==> config.mk <==
export PLATFORM = sky130hd
export DESIGN_NAME = bitmix_core
export DESIGN_NICKNAME = d
export VERILOG_FILES = /design/src/rtl/bitmix_pkg.sv /design/src/rtl/bitmix_ctrl.sv /design/src/rtl/bitmix_dpath.sv /design/src/rtl/bitmix_core.sv
export SDC_FILE = /design/constraint.sdc
export NUM_CORES = 1
export LEC_CHECK = 0
export BUFFER_PORTS_ARGS = -buffer_cell sky130_fd_sc_hd__buf_4
export CORE_MARGIN = 5
export CORE_UTILIZATION = 40
export DETAILED_ROUTE_END_ITERATION = 10
export GPL_ROUTABILITY_DRIVEN = 0
export GPL_TIMING_DRIVEN = 0
export PLACE_DENSITY = 0.61
export SLEW_MARGIN = 20
export SYNTH_ARGS = -nofsm -noshare
export SYNTH_HDL_FRONTEND = slang
export SYNTH_SLANG_ARGS = --single-unit
==> constraint.sdc <==
create_clock -name clk -period 3.3 [get_ports clk]
set_input_delay 0.495 -clock clk [delete_from_list [all_inputs] [get_ports clk]]
set_output_delay 0.495 -clock clk [all_outputs]
set_load 0.005 [all_outputs]
==> src/rtl/bitmix_pkg.sv <==
package bitmix_pkg;

  localparam int NUM_ENTRIES = 10;
  localparam int IDX_W       = 4;
  localparam int SLOT_W      = 3;
  localparam int PAT_W       = IDX_W + 1;
  localparam int ROW_W       = NUM_ENTRIES * IDX_W;

  typedef logic [IDX_W-1:0] idx_t;

  typedef struct packed {
    logic              upd;
    logic [SLOT_W-1:0] slot;
    logic              sNew;
  } ctlStrobe_t;

  function automatic logic [ROW_W-1:0] identityRow();
    logic [ROW_W-1:0] r;
    for (int i = 0; i < NUM_ENTRIES; i++) r[i*IDX_W +: IDX_W] = IDX_W'(i);
    return r;
  endfunction

  // Source-index rows: nibble i gives the old entry moved into entry i.
  function automatic logic [ROW_W-1:0] permRow(input logic [PAT_W-1:0] pat);
    case (pat)
      5'd0:  permRow = 40'h1604239785;
      5'd1:  permRow = 40'h4509186732;
      5'd2:  permRow = 40'h5918732406;
      5'd3:  permRow = 40'h1790324856;
      5'd4:  permRow = 40'h4795186023;
      5'd5:  permRow = 40'h0437851926;
      5'd6:  permRow = 40'h2561037984;
      5'd7:  permRow = 40'h8612407395;
      5'd8:  permRow = 40'h5947362108;
      5'd9:  permRow = 40'h7180325649;
      5'd10: permRow = 40'h0325918467;
      5'd11: permRow = 40'h6359270841;
      5'd12: permRow = 40'h2163890547;
      5'd13: permRow = 40'h7148265093;
      5'd14: permRow = 40'h3465720198;
      5'd15: permRow = 40'h6283071459;
      5'd16: permRow = 40'h8021459637;
      5'd17: permRow = 40'h3082615974;
      5'd18: permRow = 40'h1054698372;
      5'd19: permRow = 40'h8237904561;
      default: permRow = identityRow();
    endcase
  endfunction

endpackage

==> src/rtl/bitmix_ctrl.sv <==
module bitmix_ctrl
  import bitmix_pkg::*;
(
  input  logic       clk,
  input  logic       rstN,
  input  logic       valid,
  input  logic       msgBit,
  input  logic       k1,
  input  logic       k2,
  output logic       eOut,
  output logic       rBit,
  output logic       sBit,
  output ctlStrobe_t stb
);

  logic sQ, rQ, d0Q;
  logic rNew;
  logic [SLOT_W-1:0] slotSel;

  // Boolean map: flags and data bit select the next phase flag and the slot.
  always_comb begin
    rNew    = 1'b0;
    slotSel = '0;
    case ({msgBit, d0Q, rQ, sQ})
      4'b0000, 4'b0100: begin rNew = 1'b1; slotSel = 3'd0; end
      4'b0001, 4'b0101: begin rNew = 1'b0; slotSel = 3'd0; end
      4'b1000, 4'b1100: begin rNew = 1'b0; slotSel = 3'd0; end
      4'b1001, 4'b1101: begin rNew = 1'b1; slotSel = 3'd0; end
      4'b0010:          begin rNew = 1'b0; slotSel = 3'd3; end
      4'b0011:          begin rNew = 1'b0; slotSel = 3'd1; end
      4'b0110:          begin rNew = 1'b0; slotSel = 3'd4; end
      4'b0111:          begin rNew = 1'b0; slotSel = 3'd2; end
      4'b1010:          begin rNew = 1'b0; slotSel = 3'd1; end
      4'b1011:          begin rNew = 1'b0; slotSel = 3'd3; end
      4'b1110:          begin rNew = 1'b0; slotSel = 3'd2; end
      4'b1111:          begin rNew = 1'b0; slotSel = 3'd4; end
      default:          begin rNew = 1'b0; slotSel = 3'd0; end
    endcase
  end

  assign eOut = msgBit ^ k1 ^ k2;

  always_comb begin
    stb.upd  = valid & ~rNew;
    stb.slot = slotSel;
    stb.sNew = msgBit;
  end

  always_ff @(posedge clk or negedge rstN) begin
    if (!rstN) begin
      sQ  <= 1'b0;
      rQ  <= 1'b0;
      d0Q <= 1'b0;
    end else if (valid) begin
      sQ  <= msgBit;
      rQ  <= rNew;
      d0Q <= k2;
    end
  end

  assign rBit = rQ;
  assign sBit = sQ;

endmodule

==> src/rtl/bitmix_dpath.sv <==
module bitmix_dpath
  import bitmix_pkg::*;
(
  input  logic       clk,
  input  logic       rstN,
  input  ctlStrobe_t stb,
  output idx_t       dSel
);

  idx_t dQ;
  idx_t tQ    [NUM_ENTRIES];
  idx_t nextT [NUM_ENTRIES];
  logic [ROW_W-1:0] srcRow;

  assign srcRow = permRow({dQ, stb.sNew});

  always_comb begin
    for (int i = 0; i < NUM_ENTRIES; i++) begin
      nextT[i] = tQ[srcRow[i*IDX_W +: IDX_W]];
    end
  end

  always_ff @(posedge clk or negedge rstN) begin
    if (!rstN) begin
      dQ <= '0;
      for (int i = 0; i < NUM_ENTRIES; i++) tQ[i] <= IDX_W'(i);
    end else if (stb.upd) begin
      dQ <= tQ[{1'b0, stb.slot}];
      for (int i = 0; i < NUM_ENTRIES; i++) tQ[i] <= nextT[i];
    end
  end

  assign dSel = dQ;

endmodule

==> src/rtl/bitmix_core.sv <==
module bitmix_core
  import bitmix_pkg::*;
(
  input  logic       clk,
  input  logic       rstN,
  input  logic       valid,
  input  logic       msgBit,
  input  logic       k1,
  input  logic       k2,
  output logic       eOut,
  output logic [3:0] genSel
);

  ctlStrobe_t stb;
  logic rBit, sBit;
  idx_t dSel;

  bitmix_ctrl uCtrl (
    .clk(clk), .rstN(rstN), .valid(valid), .msgBit(msgBit),
    .k1(k1), .k2(k2), .eOut(eOut), .rBit(rBit), .sBit(sBit), .stb(stb)
  );

  bitmix_dpath uDpath (
    .clk(clk), .rstN(rstN), .stb(stb), .dSel(dSel)
  );

  assign genSel = dSel;

endmodule

# After elaboration in Yosys (flattened, before gate mapping)
# Memories as Yosys holds them, arrays and structs flattened.
# Cells that the tools add are included.
# classes
order_cmp	11
mux	33
bitwise	15
# op_table
op	n
$bmux 4 s4	11
$mux 4	22
$ge 5x5->1 const B	11
$not 4->5	10
$not 3->5	1
$xor 1x1->1	2
$and 1x1->1	1
$not 1->1	1
# totals
regBits	47
mem_bits_ro	1344
out_inout_bits	5
mem_count	2
# mem_list
memory	depth	word_bits	rd	rd_clocked_by_memory_dff	wr	line	text
(no name shown)	32	40	1	0	0	bitmix_pkg.sv:25	case (pat)
(no name shown)	16	4	1	0	0	bitmix_ctrl.sv:24	case ({msgBit, d0Q, rQ, sQ})

# Logic depth before layout (Yosys ltp)
# An unclocked memory read counts as a cell.
# logic_depth
depth_word	5
ltp_mapped	13
ltp_nobuf	9

# Hierarchy
# From an unflattened synthesis, not the netlist that was laid out.
# hier_totals
hier_cells	810
area_unflattened_um2	6861.6
# by_module_without_submodules
module	n_inst	cells_per_inst	area_per_inst_um2
bitmix_dpath	1	792	6670.1
bitmix_ctrl	1	18	191.4

# Least setup slack after synthesis
# No wires, ideal clock.
# synth_timing
path_kind	register to register
start	reg uDpath.dQ[0] (netlist: uDpath.dSel[0])
end	reg with a tool-made name
setup_ps	82
t_arrival_ps	2706
required_time_ps	3218
slack_ps	513
stages_incl_launch_ff	12
n_path_buf	3
synth_period_minus_slack_ps	2787
cell_sequence	dfrtp_1 > buf_2 > inv_1 > ha_1 > clkbuf_1 > xor2_1 > a221oi_4 > buf_2 > nand2_1 > o22ai_1 > a31oi_1 > a31oi_1
# synth_rtl
item	line	text
from (decl)	bitmix_dpath.sv:10	idx_t dQ;
from (signal assigned)	bitmix_dpath.sv:28	dQ <= tQ[{1'b0, stb.slot}];

==> flow_metrics.py <==
metrics = {
    "timing": {
        "fin_crit_sh": 0.9655,
        "hold_viol": 0,
        "tightest_slew_ns": 1.336,
        "maxSlewViolCount": 0,
        "setup_viol": 0,
        "relSlewSlack": 0.1036,
        "fmax_ghz": 0.3138,
        "hold_slack_ns": 0.2072,
        "clock_skew_ns": 0.008960,
        "finalCriticalPeriod_ns": 3.186,
    },
    "final_layout": {
        "diodes": 0,
        "final_area_sq_um": 7636,
        "fin_cells": 1102,
        "drive_gt1_frac": 0.2121,
        "fin_util": 0.4430,
        "final_nets": 893,
        "syn2layout_area_growth_pct": 9.353,
    },
    "synth": {
        "yosysWarningCount": 0,
        "synth_top_area_frac": 0.1405,
        "synth.ff_latch_count": 47,
        "synth_area_per_cell_sq_um": 8.206,
        "syn_nets": 868,
        "ys_async_sr_fraction": 1.000,
        "synth_area_sq_um": 6983,
        "netlist_instances": 851,
        "synth.area.top_cells": "mux2i_1, dfrtp_1, dfstp_2, mux2_2, nand2_1",
        "synth_cell_types": 87,
        "yosysSeqAreaShare": 0.1711,
        "synth_flop_cell": "dfrtp_1",
        "synth_edf_count": 0,
        "synth_area_leader_cell": "mux2i_1",
    },
    "run": {
        "maxCapViolations": 0,
    },
    "setup_path": {
        "crit_top_cell": "buf_2",
        "path_cells": "buf_4 -> buf_2 -> inv_1 -> ha_1 -> buf_2 -> and2_1 -> o41ai_2 -> nor2_1 -> a22o_1 -> a22oi_1 -> a31oi_1",
        "max_stage_delay_ns": 0.70,
        "r2r_slack_ns": 0.19,
        "crit_arrival_ns": 3.37,
        "startpoint_type": "input pin",
        "worstRegToRegCells": 10,
        "crit_type": "input pin to flip-flop",
        "critPathLaunch": "msgBit",
        "cp_max_fo": 10,
        "r2r_start": "uDpath.dSel[0]",
        "crit_required_ns": 3.48,
        "slowest_stage": "o41ai_2",
        "cp-end-kind": "flip-flop",
    },
    "placement": {
        "portBuffers": 10,
        "place_area_sq_um": 7340,
        "post-place-cells": 1086,
        "dp_hpwl_um": 19820,
    },
    "detailed_routing": {
        "ant_nets": 0,
        "dr.pass1.iters": 7,
        "drtIter0Drc": 1216,
        "wire_per_inst_um": 26.34,
        "drt-vias-per-instance": 6.889,
        "drt_wl_total_um": 29030,
        "route.detailed.drc": 0,
        "dr_total_vias": 7592,
    },
    "cts": {
        "htreeDepth": 2,
        "clock_sinks": 47,
        "clockRootBuffer": "clkbuf_16",
        "cts_buffer_depth": 2,
        "cts_buffers": 5,
        "cts_tree": "yes",
        "path_clk_slew_ns": 0.07,
        "clock_latency_ns": 0.31,
    },
    "global_route": {
        "grt_pass1_vias": 6849,
        "grt_max_degree": 48,
        "antenna_found_initial": 0,
        "track_usage": 0.2810,
        "grt_pass1_wl_um": 43170,
        "gr-total-overflow": 0,
    },
    "status": {
        "status": "finished, final reports clean",
    },
    "die": {
        "start_util": 0.4051,
        "die-width_um": 142.1,
        "core_sq_um": 17240,
        "die_area_sq_um": 20200,
        "io_pins": 11,
        "fp.dieH_um": 142.1,
        "row_count": 48,
    },
    "min_path": {
        "hold_class": "input pin to asynchronous set/reset pin",
    },
}
[stage by stage]
step / setup TNS (ns) / worst slack (ns)
floorplan: 0 / 0.5126
global placement: -3.778 / -0.3287
detailed placement: -3.782 / -0.3226
CTS: 0 / 0.002535
global route: -0.03547 / -0.03547
finish: 0 / 0.1138
[cell families (layout without fill, tap and decap cells)]
group | Yosys count | in the layout | share of synthesized area
multiplexers | 148 | 148 | 0.2437
flip-flops | 47 | 47 | 0.1711
AND/OR/NAND/NOR | 252 | 252 | 0.1786
AO/OA/AOI/OAI | 284 | 284 | 0.3003
buffers and inverters | 103 | 129 | 0.07902
adder cells (fa/ha/maj) | 11 | 11 | 0.01971
XOR/XNOR | 6 | 6 | 0.007525
[metal layers]
metal  wire, um  track usage  share of wire  vias to the layer above
li1           -            -              -                     3267
met1      11210       0.3798           0.39                     3570
met2      12090       0.4144           0.42                      594
met3       3734      0.06519           0.13                      161
met4       1996       0.1525          0.069                        0
met5          0            0              0                        -
[how the worst min path moves through the flow]
stage / slack (ns) / depth (start not counted) / to / startpoint
2_1_floorplan: 0.20 / 0 / asynchronous set/reset pin / rstN
3_3_place_gp: 0.57 / 1 / asynchronous set/reset pin / rstN
3_5_place_dp: 0.57 / 2 / flip-flop / flip-flop
4_1_cts: 0.25 / 1 / asynchronous set/reset pin / rstN
5_1_grt: 0.27 / 1 / asynchronous set/reset pin / rstN
6_report: 0.21 / 1 / uDpath.tQ[1] / rstN
[final cells by class]
type	count	area (sq um)
clock inverter	1	5.005
clock buffer	7	132.6
multi-input combinational	701	5314
sequential	47	1196
fill	1747	9600
tap	225	281.5
inverter	14	52.55
buffer	88	499.2
timing repair buffer	19	155.1
[worst max-delay path: cells and delay by family]
kind,cells,cell delay [ns]
AOI/OAI and AO/OA,4,1.31
adders and majority gates,1,0.28
buffers and inverters,4,0.80
and+or+nand+nor,2,0.47
[timing repair]
item | in CTS | in global routing
buffers inserted | 0 | 9
hold buffers | 0 | 0
endpoints found under the setup margin | 21 | 40
resized for setup | 6 | 10
pin swaps | 0 | 2
[placed cells by master (no fill, tap or decap), types with 22 or more instances in the layout]
cell	synthesis	routed
a21oi_1	51	49
a22oi_1	30	30
a31oi_1	22	22
buf_2	24	24
buf_4	10	28
clkbuf_1	37	37
dfrtp_1	32	31
mux2_2	35	35
mux2i_1	98	98
nand2_1	89	89
nand3_1	23	23
nor2_1	63	63
o21ai_0	39	39
[cells in the mapped netlist, types with 5 or more instances]
cell and number:
buf_2 24, or3_1 7, buf_1 5, ha_1 11, o21a_1 11, inv_1 11, nor3_1 10, dfrtp_1 32
a211oi_1 12, nand3_1 23, nand2_1 89, mux2i_1 98, o21ai_0 39, a21oi_1 51, o21ai_1 10, o22a_1 7
a221oi_1 10, clkbuf_1 37, a31oi_1 22, nor2b_1 14, o22ai_1 10, buf_6 13, buf_4 10, a211o_1 7
mux4_2 14, a22oi_1 30, dfstp_2 15, o221ai_1 9, mux2_2 35, a22o_1 6, nand2b_1 11, and2_1 6
o211ai_1 5, nor2_1 63
Power is left out: the tool's default activity adds up to more than one toggle a clock period on the data nets, which glitch-free logic cannot reach.
